<file path="src/rtl/coal_pkg.sv">
package coal_pkg;
    typedef enum logic [1:0] {
        ST_IDLE   = 2'd0,
        ST_BURST  = 2'd1,
        ST_SINGLE = 2'd2
    } coal_state_e;
endpackage

</file>
<file path="src/rtl/coal_check.sv">
// Decides whether a lane group maps onto one aligned contiguous burst.
module coal_check #(
    parameter int LANES  = 16,
    parameter int ADDR_W = 32,
    parameter int SIZE_W = 5
) (
    input  logic [LANES*ADDR_W-1:0] addr,
    input  logic [LANES-1:0]        mask,
    input  logic [SIZE_W-1:0]       size,
    output logic                    ok,
    output logic [ADDR_W-1:0]       base
);
    localparam int LANE_BITS = $clog2(LANES);

    logic [ADDR_W-1:0]    size_w;
    logic [ADDR_W-1:0]    span;
    logic [ADDR_W-1:0]    first_addr;
    logic                 size_ok;
    logic [LANES-1:0]     lane_ok;

    assign size_w  = ADDR_W'(size);
    assign span    = size_w << LANE_BITS;
    assign size_ok = (size == SIZE_W'(4)) || (size == SIZE_W'(8)) || (size == SIZE_W'(16));

    always_comb begin
        first_addr = '0;
        for (int k = LANES - 1; k >= 0; k--) begin
            if (mask[k]) first_addr = addr[k*ADDR_W +: ADDR_W];
        end
    end

    assign base = first_addr & ~(span - ADDR_W'(1));

    genvar g;
    generate
        for (g = 0; g < LANES; g++) begin : g_lane
            assign lane_ok[g] = !mask[g] ||
                (addr[g*ADDR_W +: ADDR_W] == base + ADDR_W'(g) * size_w);
        end
    endgenerate

    assign ok = size_ok && (|mask) && (&lane_ok);
endmodule

</file>
<file path="src/rtl/coal_pick.sv">
// Finds the lowest pending lane.
module coal_pick #(
    parameter int LANES = 16
) (
    input  logic [LANES-1:0]         pend,
    output logic [$clog2(LANES)-1:0] idx,
    output logic [LANES-1:0]         onehot
);
    localparam int LANE_BITS = $clog2(LANES);

    always_comb begin
        idx = '0;
        for (int k = LANES - 1; k >= 0; k--) begin
            if (pend[k]) idx = LANE_BITS'(k);
        end
        onehot = pend & (~pend + LANES'(1));
    end
endmodule

</file>
<file path="src/rtl/coal_unit.sv">
module coal_unit #(
    parameter int LANES  = 16,
    parameter int ADDR_W = 32,
    parameter int SIZE_W = 5
) (
    input  logic                    clk,
    input  logic                    rst_n,
    input  logic                    in_valid,
    output logic                    in_ready,
    input  logic [LANES*ADDR_W-1:0] in_addr,
    input  logic [LANES-1:0]        in_mask,
    input  logic [SIZE_W-1:0]       in_size,
    output logic                    req_valid,
    input  logic                    req_ready,
    output logic                    req_burst,
    output logic [ADDR_W-1:0]       req_addr,
    output logic [SIZE_W+$clog2(LANES)-1:0] req_len,
    output logic [LANES-1:0]        req_mask
);
    import coal_pkg::*;

    localparam int LANE_BITS = $clog2(LANES);
    localparam int LEN_W     = SIZE_W + LANE_BITS;

    coal_state_e state_q, state_d;

    logic [LANES*ADDR_W-1:0] addr_q;
    logic [LANES-1:0]        mask_q;
    logic [LANES-1:0]        pend_q;
    logic [SIZE_W-1:0]       size_q;
    logic [ADDR_W-1:0]       base_q;

    logic                    chk_ok;
    logic [ADDR_W-1:0]       chk_base;
    logic [LANE_BITS-1:0]    pick_idx;
    logic [LANES-1:0]        pick_hot;
    logic                    take;
    logic                    fire;
    logic                    last_single;

    coal_check #(.LANES(LANES), .ADDR_W(ADDR_W), .SIZE_W(SIZE_W)) u_check (
        .addr (in_addr),
        .mask (in_mask),
        .size (in_size),
        .ok   (chk_ok),
        .base (chk_base)
    );

    coal_pick #(.LANES(LANES)) u_pick (
        .pend   (pend_q),
        .idx    (pick_idx),
        .onehot (pick_hot)
    );

    assign take        = in_valid && in_ready;
    assign fire        = req_valid && req_ready;
    assign last_single = (pend_q & ~pick_hot) == '0;

    // next state
    always_comb begin
        state_d = state_q;
        unique case (state_q)
            ST_IDLE: begin
                if (take && (|in_mask)) state_d = chk_ok ? ST_BURST : ST_SINGLE;
            end
            ST_BURST: begin
                if (fire) state_d = ST_IDLE;
            end
            ST_SINGLE: begin
                if (fire && last_single) state_d = ST_IDLE;
            end
            default: state_d = ST_IDLE;
        endcase
    end

    // state register
    always_ff @(posedge clk) begin
        if (!rst_n) state_q <= ST_IDLE;
        else        state_q <= state_d;
    end

    // group capture and pending-lane bookkeeping
    always_ff @(posedge clk) begin
        if (!rst_n) begin
            addr_q <= '0;
            mask_q <= '0;
            pend_q <= '0;
            size_q <= '0;
            base_q <= '0;
        end else if (take) begin
            addr_q <= in_addr;
            mask_q <= in_mask;
            pend_q <= in_mask;
            size_q <= in_size;
            base_q <= chk_base;
        end else if (state_q == ST_SINGLE && fire) begin
            pend_q <= pend_q & ~pick_hot;
        end
    end

    // outputs
    always_comb begin
        in_ready  = 1'b0;
        req_valid = 1'b0;
        req_burst = 1'b0;
        req_addr  = '0;
        req_len   = '0;
        req_mask  = '0;
        unique case (state_q)
            ST_IDLE: begin
                in_ready = 1'b1;
            end
            ST_BURST: begin
                req_valid = 1'b1;
                req_burst = 1'b1;
                req_addr  = base_q;
                req_len   = LEN_W'(size_q) << LANE_BITS;
                req_mask  = mask_q;
            end
            ST_SINGLE: begin
                req_valid = 1'b1;
                req_addr  = addr_q[pick_idx*ADDR_W +: ADDR_W];
                req_len   = LEN_W'(size_q);
                req_mask  = pick_hot;
            end
            default: ;
        endcase
    end
endmodule

</file>
<file path="config.mk">
export PLATFORM = sky130hd
export DESIGN_NAME = coal_unit
export DESIGN_NICKNAME = d
export VERILOG_FILES = /design/src/rtl/coal_pkg.sv /design/src/rtl/coal_check.sv /design/src/rtl/coal_pick.sv /design/src/rtl/coal_unit.sv
export SDC_FILE = /design/constraint.sdc
export NUM_CORES = 2
export LEC_CHECK = 0
export BUFFER_PORTS_ARGS = -buffer_cell sky130_fd_sc_hd__buf_2
export CAP_MARGIN = 20
export CORE_ASPECT_RATIO = 1.1
export CORE_UTILIZATION = 25
export CTS_CLUSTER_DIAMETER = 100
export CTS_CLUSTER_SIZE = 40
export DETAILED_ROUTE_END_ITERATION = 8
export HOLD_SLACK_MARGIN = 0.12
export PLACE_DENSITY_LB_ADDON = 0.05
export SLEW_MARGIN = 20
export SYNTH_ARGS = -nofsm -noshare
export SYNTH_HDL_FRONTEND = slang
export SYNTH_HIERARCHICAL = 1
export SYNTH_SLANG_ARGS = --single-unit
export TNS_END_PERCENT = 1
</file>
<file path="constraint.sdc">
create_clock -name clk -period 7.2 [get_ports clk]
set_input_delay 0.72 -clock clk [delete_from_list [all_inputs] [get_ports clk]]
set_output_delay 0.72 -clock clk [all_outputs]
set_load 0.01 [all_outputs]
</file>
==> reports/metrics.sh <==
STATUS='finished clean'
CTSHTREEMAXLEVEL=2
POST_ROUTE_CELLS_DRIVE_ABOVE_1_SHARE_PCT=23.39
MIN_DELAY_PATH_DEPTH=3
VIA_COUNT=50964
GRT_ANTENNA_BEFORE_REPAIR=48
TOP_LEVEL_PORTS=597
YS_SEQ_ELEMENTS=583
WORST_EP_ARRIVAL_TIME_NS=7.55
TIGHTEST_SLEW_NS=1.225
COREAREA_SQ_UM=183900
MAX-CLOCK-PATH-BUFFERS=3
SYNTH_ASYNC_SR_FLOP_SHARE_PCT=0
NNETSFINAL=7228
HOLD_SP='in_addr[2]'
MIN_TO='addr_q[2]$_SDFFE_PN0P_'
POSTSYNTHCELLCOUNT=5668
FINAL_ANTENNA_NET_COUNT=0
GRT_PASS1_WL_MICRONS=444100
VIA_COUNT_OF_THE_FIRST_GLOBAL_ROUTING_PASS=48380
UTILIZATION_PCT=31.28
TIMING.CRITICAL_PATH.REQUIRED_NS=7.73
CAP_VIOLATIONS=0
TIMING.REG2REG.WORST_PATH_DEPTH=6
SYNTH_AREA_LEADERS='dfxtp_1 (25%), xnor2_1 (11%), nand2_1 (11%)'
DESIGN.DIE.AREA_SQ_UM=186900
SYNTH-SEQ-AREA-SHARE_PCT=25.21
DRT_DRC_VIOLATIONS_LEFT=0
WORST_PATH_MAXIMUM_FANOUT=14
POWER.DENSITY_CELL_AREA_nW_PER_UM2=233.7
CLOCKROOTBUFFER='clkbuf_16'
TIMING.FMAX_MHz=142.4
GRTUSAGETOTAL_PCT=35.13
CLKLATENCYLATEPIN_NS=0.72
LAYOUT_MIN_CYCLE_TIME_NS=7.023
SYNTH_WARNINGS=6
DETAIL_ROUTE.ITER0.VIOLATIONS=5879
WORSTREG2REGSTART='state_q[1]$_SDFFE_PN0P_'
WIRE_PER_INST_MICRONS=37.71
GP_CONGESTION=1.027
TRITONCTS='done'
YOSYSTOPAREACELLSHARE_PCT=25.21
TIMING_MAX_TRANSITION_VIOLATIONS_FINAL=0
PORT_BUFFERS=596
WORST_MIN_DELAY_PATH_CATEGORY='input port to register'
DRT-PASS1-ITER-COUNT=6
FINALSETUPVIOLATIONS=0
FINAL_HOLD_VIOL_COUNT=0
SYNTH_MOST_COMMON_CELL='nand2_1'
FLOORPLAN.ROWS=165
DP_HPWL_MICRONS=276400
POWER.STATIC_LEAKAGE_nW=22.06
CHIP_HEIGHT_MICRONS=453.4
MAX_SLEW_MARGIN_PCT=18.22
POST-LAYOUT-TOTAL-POWER_W=0.01345
CTS.REPAIR_TIMING.SETUP_BUFFER_COUNT=0
RSZ0062_AT_GRT='no'
NUMCLOCKSINKS=583
SYNTH_TOP_CELLS_BY_COUNT='nand2_1 (1,308), a21boi_0 (585), dfxtp_1 (583), xnor2_1 (583), clkbuf_1 (277)'
SYNTH_ENABLE_FLOP_CELLS=0
GRT_MAX_DEGREE=202
CRITICAL_PATH_CLASS='input port to register'
R2R_SETUP_SLACK_NS=3.74
GLOBALROUTE.TOTALOVERFLOW=0
SYNTHDISTINCTLIBCELLS=113
SYNTH_AREA_SQ_UM=46300
FP.DIEW_MICRONS=412.3
CTS_MADE_BUFFERS=37
FINAL_CYCLE_UTILIZATION_OF_THE_CRITICAL_PATH_PCT=97.54
SYNTHTOLAYOUTAREAGROWTH_PCT=24.27
CRITPATHLAUNCHTYPE='input port'
ROUTED_WIRELENGTH_MICRONS=340100
SYN_AVG_CELL_AREA_SQ_UM=8.169
SYNTH_LARGEST_AREA_CELL='dfxtp_1'
WORST_SETUP_HOLD_PATH_CLK_SLEW_NS=0.11
FINAL.SETUP_SKEW_NS=0.06085
STARTING_DENSITY_OF_THE_CORE_PCT=25.17
CRITICAL_PATH.ENDPOINT_TYPE='register'
ROUTE.DETAILED.VIAS_PER_INST=5.651
POSTSYNTH.TOPFLOPCELL='dfxtp_1'
POWER.IR.VDD_WORST_mV=0.2201
WORSTREG2REGEND='addr_q[313]$_SDFFE_PN0P_'
-- cell usage in the layout (no fill, tap or decap), drive strengths merged, types with 45 or more instances in the layout --
| cell type | n |
|---|---|
| nand2 | 1310 |
| buf | 1248 |
| a21boi | 587 |
| dfxtp | 583 |
| xnor2 | 583 |
| nor2 | 203 |
| mux4 | 160 |
| a21oi | 145 |
| inv | 137 |
| nor3 | 111 |
| xor2 | 109 |
| o21ai | 102 |
| ha | 99 |
| nand3 | 94 |
| nor4 | 77 |
| a221oi | 75 |
| nand4 | 73 |
| a22o | 53 |
| a21o | 51 |
| o221ai | 48 |
| fa | 45 |
-- routing by layer --
| layer | vias up | GRT usage, % | wire length (microns) |
|---|---|---|---|
| li1 | 22025 | - | - |
| met1 | 26067 | 50.02 | 156500 |
| met2 | 2421 | 52.93 | 145900 |
| met3 | 439 | 5.453 | 23480 |
| met4 | 12 | 12.99 | 14170 |
| met5 | - | 0 | 73 |
-- final cells by class --
| class | count | area (sq um) |
|---|---|---|
| Multi-Input combinational cell | 4550 | 32570 |
| Timing Repair Buffer | 1248 | 8388 |
| Fill cell | 20021 | 126400 |
| Sequential cell | 583 | 11670 |
| Clock inverter | 30 | 415.4 |
| Inverter | 127 | 483.0 |
| Antenna cell | 21 | 52.55 |
| Tap cell | 2421 | 3029 |
| Clock buffer | 38 | 929.6 |
-- stage by stage --
step	std cells	setup TNS [ns]	setup slack [ns]	cell area, sq um	hold slack (ns)
floorplan	5671	0	0.03792	46330	0.4386
global placement	8929	-0.6130	-0.3240	56120	0.4487
detailed placement	8929	-0.6208	-0.3338	56120	0.4552
CTS	8997	0	0.3152	57470	0.2430
global route	9006	0	0.005683	57510	0.2862
finish	9018	0	0.1770	57540	0.2791
-- state kept, by name, summed over array words and instances, names as in the netlist --
register	count
addr_q	512
base_q	32
mask_q	16
pend_q	16
size_q	5
state_q	2
-- what timing repair did --
item / CTS / global route
endpoints found under the setup margin: 0 / 2
hold buffers: 0 / 0
endpoints found under the hold margin: 0 / 0
resized for setup: 0 / 6
-- worst max-delay path, stage by stage --
cell and delay, ns:
buf_2 0.20, buf_4 0.24, or2_2 0.35, buf_4 0.23, a221oi_1 0.45, buf_4 0.21
o31a_1 0.25, nor4_1 0.09, nor2_2 0.94, inv_2 0.49, buf_4 0.37, xnor2_1 0.59
o2111ai_1 0.18, nor4_1 0.39, nand4_1 0.16, o41ai_2 0.49, buf_4 0.19, nand4_1 0.07
a2111oi_1 0.34, and4bb_1 0.32, nand3b_1 0.13, mux2i_1 0.09
-- kinds of logic (layout without fill, tap and decap cells) --
group	after synthesis	count (layout)	share of synthesized area [%]
other	1	25	0.008099
flip-flops	583	583	25.21
adder cells (fa/ha/maj)	149	149	4.729
AO/OA/AOI/OAI	1433	1433	23.14
AND/OR/NAND/NOR	2090	2090	20.08
XOR/XNOR	693	693	13.14
buffers and inverters	538	1443	4.962
multiplexers	181	181	8.731
-- power by group --
part / internal (W) / leakage (nW) / switching [W]
clock: 0.00108 / 0.649 / 0.00157
sequential: 0.00361 / 4.79 / 0.000219
combinational: 0.00247 / 16.6 / 0.00448
total: 0.00717 / 22.1 / 0.00627
-- worst max path at each step --
stage	startpoint	end
after floorplan	in_mask[6]	state_q[1]$_SDFFE_PN0P_
after global placement	in_mask[9]	state_q[1]$_SDFFE_PN0P_
after detailed placement	in_mask[14]	state_q[1]$_SDFFE_PN0P_
after CTS	in_mask[14]	state_q[1]$_SDFFE_PN0P_
after global routing	in_mask[14]	state_q[0]$_SDFFE_PN0P_
final	in_mask[9]	state_q[1]$_SDFFE_PN0P_
Note: power is estimated with default switching activity, not from simulation.
